--- src/rtl/ham_pkg.sv ---
package ham_pkg;

    typedef enum logic [1:0] {
        FIX_NONE = 2'd0,
        FIX_DONE = 2'd1,
        FIX_FAIL = 2'd2
    } fix_kind_e;

    // smallest number of check bits that covers dw data bits
    function automatic int chk_count(int dw);
        for (int r = 1; r < 16; r++) begin
            if ((1 << r) >= dw + r + 1) return r;
        end
        return 16;
    endfunction

    function automatic bit is_pow2(int p);
        return (p > 0) && ((p & (p - 1)) == 0);
    endfunction

    // 0-based ordinal of the non-power-of-two position p
    function automatic int data_ord(int p);
        int pw;
        pw = 0;
        for (int q = 1; q <= p; q++) begin
            if (is_pow2(q)) pw++;
        end
        return p - 1 - pw;
    endfunction

    // position (1-based) holding the ord-th data slot
    function automatic int slot_pos(int ord);
        int seen;
        seen = 0;
        for (int p = 1; p < 64; p++) begin
            if (!is_pow2(p)) begin
                if (seen == ord) return p;
                seen++;
            end
        end
        return 1;
    endfunction

    // bit p-1 set when position p falls in check group j
    function automatic logic [63:0] cover_mask(int j);
        logic [63:0] m;
        m = '0;
        for (int p = 1; p <= 64; p++) begin
            if (((p >> j) & 1) != 0) m[p-1] = 1'b1;
        end
        return m;
    endfunction

    function automatic int pos_width(int cw, int chk);
        int w;
        w = $clog2(cw + 1);
        return (w > chk) ? w : chk;
    endfunction

endpackage

--- src/rtl/ham_enc.sv ---
module ham_enc
    import ham_pkg::*;
#(
    parameter int DATA_W = 8,
    parameter bit DED_EN = 1'b0,
    localparam int CHK_W = chk_count(DATA_W),
    localparam int HAM_W = DATA_W + CHK_W,
    localparam int CW_W  = HAM_W + (DED_EN ? 1 : 0)
) (
    input  logic [DATA_W-1:0] data_i,
    output logic [CW_W-1:0]   cw_o
);

    logic [HAM_W-1:0] body;
    logic [HAM_W-1:0] full;

    for (genvar p = 1; p <= HAM_W; p++) begin : g_place
        if (is_pow2(p)) begin : g_chk
            localparam logic [63:0] MASK = cover_mask($clog2(p));
            assign body[p-1] = 1'b0;
            assign full[p-1] = ^(body & MASK[HAM_W-1:0]);
        end else begin : g_dat
            assign body[p-1] = data_i[DATA_W-1-data_ord(p)];
            assign full[p-1] = body[p-1];
        end
    end

    if (DED_EN) begin : g_ded
        assign cw_o = {^full, full};
    end else begin : g_sec
        assign cw_o = full;
    end

endmodule

--- src/rtl/ham_syndrome.sv ---
module ham_syndrome
    import ham_pkg::*;
#(
    parameter int DATA_W = 8,
    parameter bit DED_EN = 1'b0,
    localparam int CHK_W = chk_count(DATA_W),
    localparam int HAM_W = DATA_W + CHK_W,
    localparam int CW_W  = HAM_W + (DED_EN ? 1 : 0)
) (
    input  logic [CW_W-1:0]  cw_i,
    output logic [CHK_W-1:0] syn_o,
    output logic             par_bad_o
);

    for (genvar j = 0; j < CHK_W; j++) begin : g_grp
        localparam logic [63:0] MASK = cover_mask(j);
        assign syn_o[j] = ^(cw_i[HAM_W-1:0] & MASK[HAM_W-1:0]);
    end

    if (DED_EN) begin : g_ded
        assign par_bad_o = ^cw_i;
    end else begin : g_sec
        assign par_bad_o = 1'b0;
    end

endmodule

--- src/rtl/ham_correct.sv ---
module ham_correct
    import ham_pkg::*;
#(
    parameter int DATA_W = 8,
    parameter bit DED_EN = 1'b0,
    localparam int CHK_W = chk_count(DATA_W),
    localparam int HAM_W = DATA_W + CHK_W,
    localparam int CW_W  = HAM_W + (DED_EN ? 1 : 0),
    localparam int POS_W = pos_width(CW_W, CHK_W)
) (
    input  logic [HAM_W-1:0]  ham_i,
    input  logic [CHK_W-1:0]  syn_i,
    input  logic              par_bad_i,
    output logic [DATA_W-1:0] data_o,
    output fix_kind_e         kind_o,
    output logic [POS_W-1:0]  pos_o
);

    logic             flip_en;
    logic [HAM_W-1:0] fixed;

    always_comb begin
        kind_o  = FIX_NONE;
        pos_o   = '0;
        flip_en = 1'b0;
        if (syn_i != '0) begin
            pos_o = POS_W'(syn_i);
            if (DED_EN && !par_bad_i) begin
                kind_o = FIX_FAIL;
            end else if (int'(syn_i) > HAM_W) begin
                kind_o = FIX_FAIL;
            end else begin
                kind_o  = FIX_DONE;
                flip_en = 1'b1;
            end
        end else if (DED_EN && par_bad_i) begin
            kind_o = FIX_DONE;
            pos_o  = POS_W'(CW_W);
        end
    end

    for (genvar p = 1; p <= HAM_W; p++) begin : g_flip
        assign fixed[p-1] = ham_i[p-1] ^ (flip_en && (syn_i == CHK_W'(p)));
    end

    for (genvar k = 0; k < DATA_W; k++) begin : g_pick
        assign data_o[k] = fixed[slot_pos(DATA_W-1-k)-1];
    end

endmodule

--- src/rtl/ham_codec.sv ---
module ham_codec
    import ham_pkg::*;
#(
    parameter int DATA_W = 8,
    parameter bit DED_EN = 1'b0,
    localparam int CHK_W = chk_count(DATA_W),
    localparam int HAM_W = DATA_W + CHK_W,
    localparam int CW_W  = HAM_W + (DED_EN ? 1 : 0),
    localparam int POS_W = pos_width(CW_W, CHK_W)
) (
    input  logic              clk,
    input  logic              rst,
    input  logic [DATA_W-1:0] enc_data_i,
    output logic [CW_W-1:0]   enc_cw_o,
    input  logic [CW_W-1:0]   dec_cw_i,
    output logic [DATA_W-1:0] dec_data_o,
    output logic              dec_err_o,
    output logic              dec_unc_o,
    output logic [POS_W-1:0]  dec_pos_o
);

    logic [CW_W-1:0]   enc_cw;
    logic [CHK_W-1:0]  syn;
    logic              par_bad;
    logic [DATA_W-1:0] fix_data;
    fix_kind_e         fix_kind;
    logic [POS_W-1:0]  fix_pos;

    ham_enc #(.DATA_W(DATA_W), .DED_EN(DED_EN)) u_enc (
        .data_i (enc_data_i),
        .cw_o   (enc_cw)
    );

    ham_syndrome #(.DATA_W(DATA_W), .DED_EN(DED_EN)) u_syn (
        .cw_i      (dec_cw_i),
        .syn_o     (syn),
        .par_bad_o (par_bad)
    );

    ham_correct #(.DATA_W(DATA_W), .DED_EN(DED_EN)) u_fix (
        .ham_i     (dec_cw_i[HAM_W-1:0]),
        .syn_i     (syn),
        .par_bad_i (par_bad),
        .data_o    (fix_data),
        .kind_o    (fix_kind),
        .pos_o     (fix_pos)
    );

    always_ff @(posedge clk) begin
        if (rst) begin
            enc_cw_o   <= '0;
            dec_data_o <= '0;
            dec_err_o  <= 1'b0;
            dec_unc_o  <= 1'b0;
            dec_pos_o  <= '0;
        end else begin
            enc_cw_o   <= enc_cw;
            dec_data_o <= fix_data;
            dec_err_o  <= (fix_kind != FIX_NONE);
            dec_unc_o  <= (fix_kind == FIX_FAIL);
            dec_pos_o  <= fix_pos;
        end
    end

    // ---------------- checks ----------------
    logic             hist_ok;
    logic [CHK_W-1:0] chk_syn;
    logic             chk_par;
    logic [CW_W-1:0]  recoded;

    always_ff @(posedge clk) begin
        if (rst) hist_ok <= 1'b0;
        else     hist_ok <= 1'b1;
    end

    ham_syndrome #(.DATA_W(DATA_W), .DED_EN(DED_EN)) u_chk_syn (
        .cw_i      (enc_cw_o),
        .syn_o     (chk_syn),
        .par_bad_o (chk_par)
    );

    ham_enc #(.DATA_W(DATA_W), .DED_EN(DED_EN)) u_chk_enc (
        .data_i (dec_data_o),
        .cw_o   (recoded)
    );


    enc_valid_chk: assert property (@(posedge clk) disable iff (rst)
        (chk_syn == '0) && !chk_par);


    corr_dist_chk: assert property (@(posedge clk) disable iff (rst)
        (hist_ok && !dec_unc_o) |-> ($countones(recoded ^ $past(dec_cw_i)) <= 1));


    unc_err_chk: assert property (@(posedge clk) disable iff (rst)
        dec_unc_o |-> dec_err_o);


    clean_pos_chk: assert property (@(posedge clk) disable iff (rst)
        !dec_err_o |-> (dec_pos_o == '0));

endmodule

--- config.mk ---
export PLATFORM = sky130hd
export DESIGN_NAME = ham_codec
export DESIGN_NICKNAME = d
export VERILOG_FILES = /design/src/rtl/ham_pkg.sv /design/src/rtl/ham_enc.sv /design/src/rtl/ham_syndrome.sv /design/src/rtl/ham_correct.sv /design/src/rtl/ham_codec.sv
export SDC_FILE = /design/constraint.sdc
export NUM_CORES = 1
export LEC_CHECK = 0
export BUFFER_PORTS_ARGS = -buffer_cell sky130_fd_sc_hd__buf_2
export CORE_MARGIN = 2
export CORE_UTILIZATION = 42
export CTS_CLUSTER_DIAMETER = 60
export CTS_CLUSTER_SIZE = 10
export DETAILED_ROUTE_END_ITERATION = 10
export GPL_ROUTABILITY_DRIVEN = 0
export PLACE_DENSITY = 0.74
export SLEW_MARGIN = 20
export SYNTH_ARGS = -nofsm -noshare
export SYNTH_HDL_FRONTEND = slang
export SYNTH_SLANG_ARGS = --single-unit
--- constraint.sdc ---
create_clock -name clk -period 1.8 [get_ports clk]
set_clock_uncertainty 0.1 [all_clocks]
set_input_delay 0.36 -clock clk [delete_from_list [all_inputs] [get_ports clk]]
set_output_delay 0.36 -clock clk [all_outputs]
set_load 0.005 [all_outputs]
==> summary.txt, run 1 <==
Area growth syn-to-layout: 38.2%
Setup TNS: -0.0212 ns
Slew Limit Headroom: 0.632
Post-CTS Setup Inserts: 0
Worst hold path class: in2reg
Hold_buf cts: 0
Vias per inst: 4.64
Cell area after synthesis: 1180 um^2
WHS: 0.168 ns
Buffers on Ports: 47
Static leakage: 0.769 nW
Ys async rst share: 0
Drt pass-1 iters: 4
Grt ovf: 0
Final setup viols: 2
Fmax achieved: 552 MHz
Die height: 57 um
Tmin final: 1.81 ns
Ratio of cells with drive above 1 in the final layout: 0.482
Top-area cell type share of the netlist area: 0.441
TritonCTS clock tree: done
Slowest CP cell: xnor3_2
Aggregate routed wire length: 2340 um
ANT cells: 0
Synth top area cells: dfxtp_1 (44%), xnor2_1 (10%), nor2b_1 (9.0%), mux2_2 (4.8%), nor2_1 (4.8%)
Outcome: finished with violations
First-pass GRT wire length: 3950 um
FF+latch area: 520 um^2
Final WS setup: -0.0123 ns
Synth top cells by count: dfxtp_1 (26), nor2b_1 (17), nor2_1 (15), xnor2_1 (14), xor2_1 (6)
Ys Warns: 0
Startpoint types: primary input
Register bit total from synthesis: 26
Total of max-cap violations: 0
CTS H-Tree Depth: 1
Hpwl dp: 1870 um
GRT Resource Usage Total: 0.156
ANT nets after route: 0
Worst path arrival time: 1.94 ns
RSZ-0062 raised after global routing: true
CP max FO: 8
Sequential share of the synthesized area: 0.441
Nets: 189
Worst endpoint required time: 1.92 ns
WHS Path Cells: 2
Syn_nets: 128
Worst VDD drop: 0.548 mV
Hold Fails Final Rpt: 0
Count leader, synth: dfxtp_1
CTS buffer count: 3
Worst-path clk slew: 0.14 ns
Core area: 2710 um^2
DIE AREA: 3250 um^2
CP max stage delay: 0.53 ns
WS Path Type: in2reg
Tcrit/Tclk final: 1.01
Vias in the first global route: 932
Failing checks: negative setup slack
Non-filler instance count after layout: 197
Via total after detailed routing: 915
Pin count of the biggest net entering global routing: 35
CTS root buf: clkbuf_4
Top_reg_cell synth: dfxtp_1
Area of the multi-input gates: 693 um^2
Avg Cell Area, Syn: 11.1 um^2
DRT iter0 DRCs: 28
Initial antenna violation count: 0
Worst Tran Pin Value: 0.551 ns
Die width: 57 um
Starting Density: 0.435
Post-synth EDFFs: 0
Synth unique cells: 19
Placed insts: 193
CTS sink cnt: 26
Yosys top cell by area: dfxtp_1
DRC: 0
Boundary pin count: 48
Fill count: 251
# rows: 19
Final Core Density: 0.602
Post-CTS Resized: 1
Fin. max-slew vios: 0
Synth Instances: 106
CP Cell Sequence: buf_2, xor2_1, xnor3_2, nor4b_2, mux2_2
WL per Instance: 11.9 um
Buffer depth of the longest clock path: 2
Crit. End Element: flop
Power Density: 944 nW/um^2
layout make-up:
type / count / share of cell area
Clock buffer: 3 / 0.0138
Clock inverter: 1 / 0.0184
Sequential cell: 26 / 0.319
Multi-Input combinational cell: 77 / 0.425
Timing Repair Buffer: 59 / 0.200
Tap cell: 31 / 0.0238
layer usage:
layer | wire length, um | up-vias | track usage
met2 | 1210 | 22 | 0.273
met3 | 121 | 4 | 0.0317
met1 | 966 | 419 | 0.188
met5 | 0 | - | 0
li1 | - | 470 | -
met4 | 41 | 0 | 0.0631
flip-flops by register name, summed over array words and instances, names as in the netlist:
signal      cells
dec_data_o      8
dec_pos_o       4
enc_cw_o       12
dec_err_o       1
dec_unc_o       1
through the flow:
stage               setup slack, ns  power (mW)  area, um^2
floorplan                   -0.0648       0.956        1220
global placement             -0.338        1.14        1570
detailed placement           -0.396        1.15        1570
CTS                        0.000540        1.56        1630
global route                -0.0331        1.63        1630
finish                      -0.0123        1.54        1630
final timing paths:
path                     startpoint             to  slack, ns
worst max-delay path    dec_cw_i[6]  dec_data_o[2]      -0.01
worst min-delay path  enc_data_i[7]    enc_cw_o[2]       0.17
cells by family (layout without fill, tap and decap cells):
| group | Yosys count | count (layout) | share of synthesized area |
|---|---|---|---|
| buffers and inverters | 3 | 63 | 0.0106 |
| AOI/OAI and AO/OA | 1 | 1 | 0.00531 |
| xor gates and xnor gates | 26 | 26 | 0.257 |
| DFF | 26 | 26 | 0.441 |
| muxes | 8 | 8 | 0.0763 |
| and+or+nand+nor | 42 | 42 | 0.210 |
layout by cell type (no fill, tap or decap):
cell / n
buf_2: 47
dfxtp_1: 26
nor2b_1: 17
nor2_1: 15
xnor2_1: 13
buf_4: 12
xor2_1: 5
mux2_2: 5
nor4b_2: 4
mux2_1: 3
nor4_1: 3
clkbuf_4: 3
xor2_2: 2
xnor3_2: 2
xor3_1: 1
xnor2_4: 1
xor3_2: 1
nor4_2: 1
xnor2_2: 1
and2_1: 1
a31oi_1: 1
nand4_1: 1
bufinv_16: 1
worst max-delay path: cells and delay by family:
kind,cells,cell delay (ns)
buf+inv,1,0.16
simple gates,1,0.35
mux,1,0.36
xor+xnor,2,0.70
power breakdown:
| part | internal [mW] | leakage [nW] | switching, mW |
|---|---|---|---|
| clock | 0.225 | 0.0279 | 0.172 |
| sequential | 0.638 | 0.217 | 0.0133 |
| combinational | 0.260 | 0.524 | 0.230 |
Power figures use the tool's default switching activity.
==> run 2, diff against run 1 <==
--- a/config.mk
+++ b/config.mk
@@ -7,13 +7,14 @@
 export LEC_CHECK = 0
 export BUFFER_PORTS_ARGS = -buffer_cell sky130_fd_sc_hd__buf_2
 export CORE_MARGIN = 2
-export CORE_UTILIZATION = 42
+export CORE_UTILIZATION = 44
 export CTS_CLUSTER_DIAMETER = 60
 export CTS_CLUSTER_SIZE = 10
 export DETAILED_ROUTE_END_ITERATION = 10
 export GPL_ROUTABILITY_DRIVEN = 0
-export PLACE_DENSITY = 0.74
+export PLACE_DENSITY = 0.75
 export SLEW_MARGIN = 20
 export SYNTH_ARGS = -nofsm -noshare
 export SYNTH_HDL_FRONTEND = slang
+export SYNTH_HIERARCHICAL = 1
 export SYNTH_SLANG_ARGS = --single-unit
==> summary.txt, run 2 <==
Outcome: completed
Worst endpoint required time: 1.98 ns (+0.06 ns)
RSZ-0062 raised after global routing: false
Cell area after synthesis: 1300 um^2 (+10%)
Final setup viols: 0 (-2)
Commonest non-fill, non-tap cell in the layout: buf_2
Buffer depth of the longest clock path: 2 (unchanged)
Worst hold path class: in2reg
Buffers on Ports: 47 (unchanged)
Vias in the first global route: 756 (-19%)
Core area: 2780 um^2 (+2.6%)
Nets: 177 (-6.3%)
TritonCTS clock tree: done
Avg Cell Area, Syn: 11.7 um^2 (+5.4%)
# rows: 19 (unchanged)
Ratio of cells with drive above 1 in the final layout: 0.409 (-0.0728)
Area growth syn-to-layout: 20.4%
Tmin final: 1.70 ns (-0.114 ns)
Tcrit/Tclk final: 0.943 (-0.0635)
Final WS setup: 0.102 ns (+0.114 ns)
Boundary pin count: 48 (unchanged)
Post-CTS Resized: 0 (-1)
Static leakage: 0.805 nW (+4.8%)
Worst VDD drop: 0.615 mV (+12%)
CTS sink cnt: 26 (unchanged)
Vias per inst: 4.58 (-1.3%)
Crit. End Element: flop
DRT iter0 DRCs: 21 (-25%)
Biggest register: enc_cw_o
Starting Density: 0.468 (+0.0329)
GRT Resource Usage Total: 0.138 (-0.0184)
Non-filler instance count after layout: 185 (-6.1%)
WL per Instance: 12.2 um (+3.1%)
Biggest regs: enc_cw_o x12, dec_data_o x8, dec_pos_o x4
DIE AREA: 3410 um^2 (+5.0%)
Startpoint types: primary input
CP max FO: 11 (+3)
CTS buffer count: 3 (unchanged)
Drt pass-1 iters: 4 (unchanged)
Pwr Total: 1.52 mW (-1.3%)
Grt ovf: 0 (unchanged)
Worst-path clk slew: 0.14 ns (about the same)
CTS root buf: clkbuf_4
WS Path Type: in2reg
Synth Instances: 111 (+4.7%)
Syn_nets: 133 (+3.9%)
Fin. max-slew vios: 0 (unchanged)
Power Density: 969 nW/um^2 (+2.6%)
ANT nets after route: 0 (unchanged)
Initial antenna violation count: 0 (unchanged)
Worst path arrival time: 1.87 ns (-0.07 ns)
Hpwl dp: 1720 um (-8.0%)
Total of max-cap violations: 0 (unchanged)
Ys Warns: 6 (+6)
Die height: 58.4 um (+2.5%)
ANT cells: 0 (unchanged)
Via total after detailed routing: 848 (-7.3%)
Number of flip-flops in the largest register: 12 (unchanged)
Slew Limit Headroom: 0.725 (+0.0921)
First-pass GRT wire length: 3440 um (-13%)
Worst Tran Pin Value: 0.413 ns (-0.138 ns)
Setup TNS: 0 ns (+0.0212 ns)
DRC: 0 (unchanged)
Most frequent cells in the layout: buf_2 (47), dfxtp_1 (26), nor2b_1 (21)
Aggregate routed wire length: 2260 um (-3.2%)
Placed insts: 181 (-6.2%)
Hold Fails Final Rpt: 0 (unchanged)
Die width: 58.4 um (+2.5%)
Pin count of the biggest net entering global routing: 27 (-23%)
Hold_buf cts: 0 (unchanged)
Fmax achieved: 589 MHz (+6.7%)
Place WS: -0.231 ns (+0.165 ns)
Post-CTS Setup Inserts: 0 (unchanged)
CTS H-Tree Depth: 1 (unchanged)
run 2: worst max-delay path: stages:
cell and delay, ns:
buf_2 0.14, xnor2_2 0.24, xnor3_1 0.50, and4bb_1 0.36, xor2_1 0.14, nor2b_1 0.13
run 2: metal layers:
layer / vias to the layer above / share of wire / GRT usage
li1: 429 / - / -
met1: 390 / 0.42 / 0.170
met2: 25 / 0.49 / 0.226
met3: 4 / 0.063 / 0.0242
met4: 0 / 0.020 / 0.0797
met5: - / 0 / 0
run 2: worst paths after layout:
| path | start | end | depth (start not counted) |
|---|---|---|---|
| worst max-delay path | dec_cw_i[10] | dec_data_o[5] | 6 |
| worst min-delay path | enc_data_i[5] | enc_cw_o[5] | 2 |
run 2: where the power goes:
| group | switching [mW] | internal [mW] |
|---|---|---|
| Clock | 0.180 | 0.225 |
| Sequential | 0.0145 | 0.642 |
| Combinational | 0.199 | 0.258 |
run 2: stage by stage:
step	utilization	cell area [um^2]	hold slack (ns)
2_1_floorplan	-	1300	0.332
3_3_place_gp	0.545	1520	0.502
3_5_place_dp	0.545	1520	0.509
4_1_cts	0.564	1570	0.160
5_1_grt	0.564	1570	0.180
6_report	0.564	1570	0.162
run 2: layout make-up:
| class | count | area, um^2 |
|---|---|---|
| fillers | 253 | 1210 |
| multi-input cells | 67 | 646 |
| flip-flops and latches | 26 | 520 |
| repair buffers | 57 | 310 |
| well taps | 31 | 38.8 |
| clock inverters | 1 | 30.0 |
| clock buffers | 3 | 22.5 |
